`src/rtl/lis_pkg.sv`:
```
package lis_pkg;
  typedef struct packed {
    logic pop;     // remove one token from every input queue
    logic launch;  // mark all outputs non-void next cycle
  } lis_strobe_t;
endpackage

```
`src/rtl/lis_control.sv`:
```
module lis_control #(
  parameter int NUM_IN  = 2,
  parameter int NUM_OUT = 2
) (
  input  logic [NUM_IN-1:0]  hasToken,
  input  logic [NUM_OUT-1:0] stopIn,
  output logic               coreEn,
  output lis_pkg::lis_strobe_t strobes
);
  logic fire;

  always_comb begin
    fire           = (&hasToken) && !(|stopIn);
    coreEn         = fire;
    strobes.pop    = fire;
    strobes.launch = fire;
  end
endmodule

```
`src/rtl/lis_datapath.sv`:
```
module lis_datapath #(
  parameter int NUM_IN  = 2,
  parameter int NUM_OUT = 2,
  parameter int WIDTH   = 8
) (
  input  logic                     clk,
  input  logic                     rst,
  input  logic [NUM_IN*WIDTH-1:0]  inData,
  input  logic [NUM_IN-1:0]        inVoid,
  output logic [NUM_IN-1:0]        stopOut,
  output logic [NUM_IN-1:0]        hasToken,
  output logic [NUM_IN*WIDTH-1:0]  coreArgs,
  input  lis_pkg::lis_strobe_t     strobes,
  input  logic [NUM_OUT-1:0]       stopIn,
  output logic [NUM_OUT-1:0]       outVoid
);
  localparam int DEPTH = 2;
  localparam int CNT_W = $clog2(DEPTH + 1);

  for (genvar i = 0; i < NUM_IN; i++) begin : g_queue
    logic [WIDTH-1:0] slotHead;
    logic [WIDTH-1:0] slotTail;
    logic [CNT_W-1:0] fill;
    logic             full;
    logic             push;
    logic [WIDTH-1:0] word;

    assign word = inData[i*WIDTH +: WIDTH];
    assign full = (fill == CNT_W'(DEPTH));
    assign push = !inVoid[i] && !full;

    always_ff @(posedge clk) begin
      if (rst) begin
        fill     <= '0;
        slotHead <= '0;
        slotTail <= '0;
      end else begin
        case ({push, strobes.pop})
          2'b10: begin
            if (fill == '0) slotHead <= word;
            else            slotTail <= word;
            fill <= fill + 1'b1;
          end
          2'b01: begin
            slotHead <= slotTail;
            fill     <= fill - 1'b1;
          end
          2'b11: begin
            // pop with room to push implies a single held token
            slotHead <= word;
          end
          default: ;
        endcase
      end
    end

    assign stopOut[i]               = full;
    assign hasToken[i]              = (fill != '0);
    assign coreArgs[i*WIDTH +: WIDTH] = slotHead;
  end

  for (genvar j = 0; j < NUM_OUT; j++) begin : g_out
    logic live;
    always_ff @(posedge clk) begin
      if (rst) live <= 1'b0;
      else     live <= strobes.launch || (live && stopIn[j]);
    end
    assign outVoid[j] = !live;
  end
endmodule

```
`src/rtl/lis_shell.sv`:
```
module lis_shell #(
  parameter int NUM_IN  = 2,
  parameter int NUM_OUT = 2,
  parameter int WIDTH   = 8
) (
  input  logic                      clk,
  input  logic                      rst,
  input  logic [NUM_IN*WIDTH-1:0]   inData,
  input  logic [NUM_IN-1:0]         inVoid,
  output logic [NUM_IN-1:0]         stopOut,
  output logic                      coreEn,
  output logic [NUM_IN*WIDTH-1:0]   coreArgs,
  input  logic [NUM_OUT*WIDTH-1:0]  coreRes,
  output logic [NUM_OUT*WIDTH-1:0]  outData,
  output logic [NUM_OUT-1:0]        outVoid,
  input  logic [NUM_OUT-1:0]        stopIn
);
  lis_pkg::lis_strobe_t strobes;
  logic [NUM_IN-1:0]    hasToken;

  lis_control #(.NUM_IN(NUM_IN), .NUM_OUT(NUM_OUT)) u_ctrl (
    .hasToken(hasToken),
    .stopIn  (stopIn),
    .coreEn  (coreEn),
    .strobes (strobes)
  );

  lis_datapath #(.NUM_IN(NUM_IN), .NUM_OUT(NUM_OUT), .WIDTH(WIDTH)) u_dp (
    .clk     (clk),
    .rst     (rst),
    .inData  (inData),
    .inVoid  (inVoid),
    .stopOut (stopOut),
    .hasToken(hasToken),
    .coreArgs(coreArgs),
    .strobes (strobes),
    .stopIn  (stopIn),
    .outVoid (outVoid)
  );

  assign outData = coreRes;
endmodule

```
`config.mk`:
```
export PLATFORM = sky130hd
export DESIGN_NAME = lis_shell
export DESIGN_NICKNAME = d
export VERILOG_FILES = /design/src/rtl/lis_pkg.sv /design/src/rtl/lis_control.sv /design/src/rtl/lis_datapath.sv /design/src/rtl/lis_shell.sv
export SDC_FILE = /design/constraint.sdc
export NUM_CORES = 1
export LEC_CHECK = 0
export BUFFER_PORTS_ARGS = -buffer_cell sky130_fd_sc_hd__buf_2
export CORE_MARGIN = 1
export CORE_UTILIZATION = 48
export CTS_BUF_LIST = sky130_fd_sc_hd__clkbuf_16
export CTS_CLUSTER_SIZE = 12
export DETAILED_ROUTE_END_ITERATION = 10
export HOLD_SLACK_MARGIN = 0.05
export PLACE_DENSITY_LB_ADDON = 0.15
export SYNTH_ARGS = -nofsm -noshare
export SYNTH_HDL_FRONTEND = slang
export SYNTH_HIERARCHICAL = 1
export SYNTH_SLANG_ARGS = --single-unit
```
`constraint.sdc`:
```
create_clock -name clk -period 2.4 [get_ports clk]
set_input_delay 0.24 -clock clk [delete_from_list [all_inputs] [get_ports clk]]
set_output_delay 0.24 -clock clk [all_outputs]
set_load 0.05 [all_outputs]
```
==> metrics.log <==
INFO  metric max_freq = around 470 MHz
INFO  metric clk_latency = 0.28 ns
INFO  metric nets = approximately 290
INFO  metric final_antenna_net_count = 0
INFO  metric critical_path_arrival = 2.32 ns
INFO  metric path_cells = or2_2 -> and4bb_2 -> inv_1 -> ha_1 -> o21a_1 -> buf_4 -> or3_1 -> a21oi_1
INFO  metric grt_pass1_vias = 1461
INFO  metric root_buffer = sky130_fd_sc_hd__clkbuf_16
INFO  metric postCtsSetupBuffers = 0
INFO  metric route.detailed.vias_per_inst = just over 5
INFO  metric cts-htree-levels = 2
INFO  metric layout_commonest_cell = sky130_fd_sc_hd__buf_2
INFO  metric routed_wirelength_normalized_by_instance_count = around 12 um
INFO  metric tritoncts_clock_tree = built
INFO  metric min-delay-path-class = in2reg
INFO  metric classification_of_the_worst_setup_path = reg2reg
INFO  metric cts_sinks = 38
INFO  metric min_path_cells = 3
INFO  metric layout_common_cells = sky130_fd_sc_hd__buf_2, sky130_fd_sc_hd__dfxtp_1, sky130_fd_sc_hd__a21oi_1
INFO  metric grtUsageTotal = 19.19%
INFO  metric path_clk_slew = 0.06 ns
INFO  metric number_of_antenna_violations_at_the_first_check_in_global_routing = 0
INFO  metric synthesis.instances = roughly 220
INFO  metric layout.cells.non_filler = 292
INFO  metric worst-r2r-setup-slack = 0.29 ns
INFO  metric remaining_drc_errors = 0
INFO  metric max-slew-margin-rel = 58.73%
INFO  metric place_inst = ~280
INFO  metric syn-num-nets = roughly 270
INFO  metric post_synth.cell_area_avg = 8.477 um^2
INFO  metric fin_setup_tns = 0 ns
INFO  metric path_delay_family = simple AND/OR/NAND/NOR gates
INFO  metric rsz0062_at_grt = false
INFO  metric drt-pass1-iter-count = 4
INFO  metric timing.critical_path.slowest_stage_cell = sky130_fd_sc_hd__dfxtp_1
INFO  metric routed_wirelength = 3.566 mm
INFO  metric finClkSkew = ~0.0034 ns
INFO  metric power.static_leakage = between 0.8 and 0.9 nW
INFO  metric floorplan.initialDensity = 50.64%
INFO  metric placement_rows = 22
INFO  metric r2r-start = u_dp/g_queue[0].fill[0]$_SDFFE_PP0P_
INFO  metric synth-seq-cells = 38
INFO  metric drt_iter0_drc = 55
INFO  metric path_depth = 8
INFO  metric grt_max_degree = 25
INFO  metric cts_max_path_buffers = 2
INFO  metric place.port_buffers = 42
INFO  metric cts-resized-gates = 0
INFO  metric io_pins = 75
INFO  metric ys.warnings.count = 6
INFO  metric mappedNetlistArea = around 0.0019 mm^2
INFO  metric detailed_place_hpwl = 2.398 mm
INFO  metric critical_path_capture_point_type = register
INFO  metric design.core.area = 0.003716 mm^2
INFO  metric timing.reg2reg.worst_path_depth = 8
INFO  metric hold_start = inData[15]
INFO  metric layout_cell_share_with_drive_strength_beyond_1 = 25.41%
INFO  metric crit_path_max_fanout = 24
INFO  metric grt_first_pass_wirelength = roughly 6.2 mm
INFO  metric cts-hold-fix-buffers = 0
INFO  metric synth_cell_type_count = 24
INFO  metric gpl.final_weighted_congestion = roughly 0.75
INFO  metric layout_worst_path_cycle_share = 87.99%
INFO  metric holdPathEnd = u_dp/g_queue[1].slotTail[7]$_SDFFE_PP0P_
INFO  metric die_area = 0.004175 mm^2
INFO  metric globalRoute.totalOverflow = 0
INFO  metric die_w = 64.62 um
INFO  metric timing.final.crit_period = around 2.1 ns
INFO  metric timing.final.max_slew_violations = 0
INFO  metric worst_slew_pin_slew = 0.6149 ns
INFO  metric dr_total_vias = approximately 1500
INFO  metric count_of_buffer_and_inverter_cells_on_the_critical_path = 2
INFO  metric die_h = 64.62 um
INFO  metric power.ir.vdd_worst = 0.0004987 V
INFO  metric worst_path_required_time = roughly 2.6 ns
INFO  metric synth_seq_area_share = 40.43%
INFO  metric finalPower = 0.001958 W
INFO  metric number_of_maximum_capacitance_violations = 0
INFO  metric critical_path.startpoint_type = register
INFO  metric cts_buffers = 5
INFO  metric finalSetupViolCount = 0
INFO  metric areaGrowthSynthToFinish = 13.30%
INFO  metric insertedDiodeCount = 0
INFO  metric outcome = complete, no violations
INFO  metric cpPeakStageDelay = around 0.45 ns
INFO  metric worstReg2RegEnd = u_dp/g_queue[1].slotHead[1]$_SDFFE_PP0P_
INFO  metric power_density = between 900 and 1000 mW/mm^2
INFO  metric report.final.hold_viol_count = 0
-- state kept, by name, indices dropped and copies added (netlist names) --
register and cells:
u_dp/g_queue.fill 4, u_dp/g_queue.slotTail 16, u_dp/g_out.live 2, u_dp/g_queue.slotHead 16
-- worst max path at each step --
stage | from | to | slack, ns
finish | u_dp/g_queue[0].fill[0]$_SDFFE_PP0P_ | u_dp/g_queue[1].slotHead[1]$_SDFFE_PP0P_ | 0.29
floorplan | u_dp/g_queue[0].fill[0]$_SDFFE_PP0P_ | u_dp/g_queue[1].slotHead[5]$_SDFFE_PP0P_ | 0.18
global placement | u_dp/g_queue[0].fill[0]$_SDFFE_PP0P_ | u_dp/g_queue[1].slotHead[5]$_SDFFE_PP0P_ | 0.38
global route | u_dp/g_queue[1].fill[0]$_SDFFE_PP0P_ | u_dp/g_queue[1].slotHead[3]$_SDFFE_PP0P_ | 0.13
detailed placement | u_dp/g_queue[0].fill[0]$_SDFFE_PP0P_ | u_dp/g_queue[1].slotHead[6]$_SDFFE_PP0P_ | 0.33
CTS | u_dp/g_queue[0].fill[0]$_SDFFE_PP0P_ | u_dp/g_queue[1].slotHead[6]$_SDFFE_PP0P_ | 0.30
-- worst register-to-register path, cell delays in order (launching register included) --
cell and delay, ns:
sky130_fd_sc_hd__dfxtp_1 0.45, sky130_fd_sc_hd__or2_2 0.16, sky130_fd_sc_hd__and4bb_2 0.30, sky130_fd_sc_hd__inv_1 0.11
sky130_fd_sc_hd__ha_1 0.23, sky130_fd_sc_hd__o21a_1 0.11, sky130_fd_sc_hd__buf_4 0.19, sky130_fd_sc_hd__or3_1 0.37
sky130_fd_sc_hd__a21oi_1 0.14
-- metrics by stage --
| step | setup slack [ns] | utilization [%] | cell area, um^2 | hold slack [ns] |
|---|---|---|---|---|
| finish | 0.2883 | 57.37 | 2132 | 0.2086 |
| global route | 0.1264 | 57.37 | 2132 | 0.2147 |
| CTS | 0.3031 | 57.37 | 2132 | 0.2048 |
| detailed placement | 0.3303 | 52.93 | 1967 | 0.4485 |
| global placement | 0.3783 | 52.93 | 1967 | 0.4433 |
| floorplan | 0.1783 | - | 1882 | 0.3759 |
-- cells by family after synthesis --
group,count (synthesis),share of synthesized area [%]
simple gates,63,16.29
compound gates,58,16.49
flops,38,40.43
buf+inv,37,12.43
mux,16,8.510
fa+ha+maj,6,3.989
xor+xnor,4,1.862
-- where the power goes --
part           leakage [nW]  total, W  switching, W  internal [W]
sequential            0.311  0.000752     0.0000475      0.000705
combinational         0.483  0.000473      0.000315      0.000158
clock                0.0836  0.000733      0.000247      0.000486
total                 0.878   0.00196      0.000609       0.00135
-- area by class of cell --
type                            instances  area, um^2
Multi-Input combinational cell        147       887.1
Clock buffer                            5       125.1
Timing Repair Buffer                   46       240.2
Fill cell                             386        1584
Inverter                                5       18.77
Sequential cell                        38       760.7
Tap cell                               48       60.06
Clock inverter                          3       40.04
-- synthesized netlist by cell type --
| library cell | instances | area share, % |
|---|---|---|
| sky130_fd_sc_hd__xnor2_1 | 2 | 0.93 |
| sky130_fd_sc_hd__o21a_1 | 1 | 0.40 |
| sky130_fd_sc_hd__dfxtp_1 | 38 | 40 |
| sky130_fd_sc_hd__mux2i_1 | 16 | 8.5 |
| sky130_fd_sc_hd__a21oi_1 | 36 | 9.6 |
| sky130_fd_sc_hd__clkbuf_1 | 6 | 1.2 |
| sky130_fd_sc_hd__buf_2 | 4 | 1.1 |
| sky130_fd_sc_hd__xor2_1 | 2 | 0.93 |
| sky130_fd_sc_hd__ha_1 | 6 | 4.0 |
| sky130_fd_sc_hd__buf_6 | 2 | 1.2 |
| sky130_fd_sc_hd__a31o_2 | 2 | 0.93 |
| sky130_fd_sc_hd__o21ai_0 | 16 | 4.3 |
| sky130_fd_sc_hd__inv_1 | 5 | 1.0 |
| sky130_fd_sc_hd__or2_2 | 4 | 1.3 |
| sky130_fd_sc_hd__o21a_4 | 1 | 0.80 |
| sky130_fd_sc_hd__nand2b_1 | 2 | 0.66 |
| sky130_fd_sc_hd__nor2_1 | 6 | 1.2 |
| sky130_fd_sc_hd__and2b_1 | 1 | 0.40 |
| sky130_fd_sc_hd__buf_4 | 20 | 8.0 |
| sky130_fd_sc_hd__o21ai_1 | 2 | 0.53 |
| sky130_fd_sc_hd__nand2_1 | 32 | 6.4 |
| sky130_fd_sc_hd__nor2b_1 | 1 | 0.33 |
| sky130_fd_sc_hd__and4bb_2 | 1 | 0.66 |
| sky130_fd_sc_hd__or3_1 | 16 | 5.3 |
-- layer usage --
layer  global-route usage [%]  wire length, um
met1                    22.84             1732
met2                    32.24             1597
met3                    4.401              176
met4                    9.444               59
met5                        0                0
Note: power is estimated with default switching activity, not from simulation.
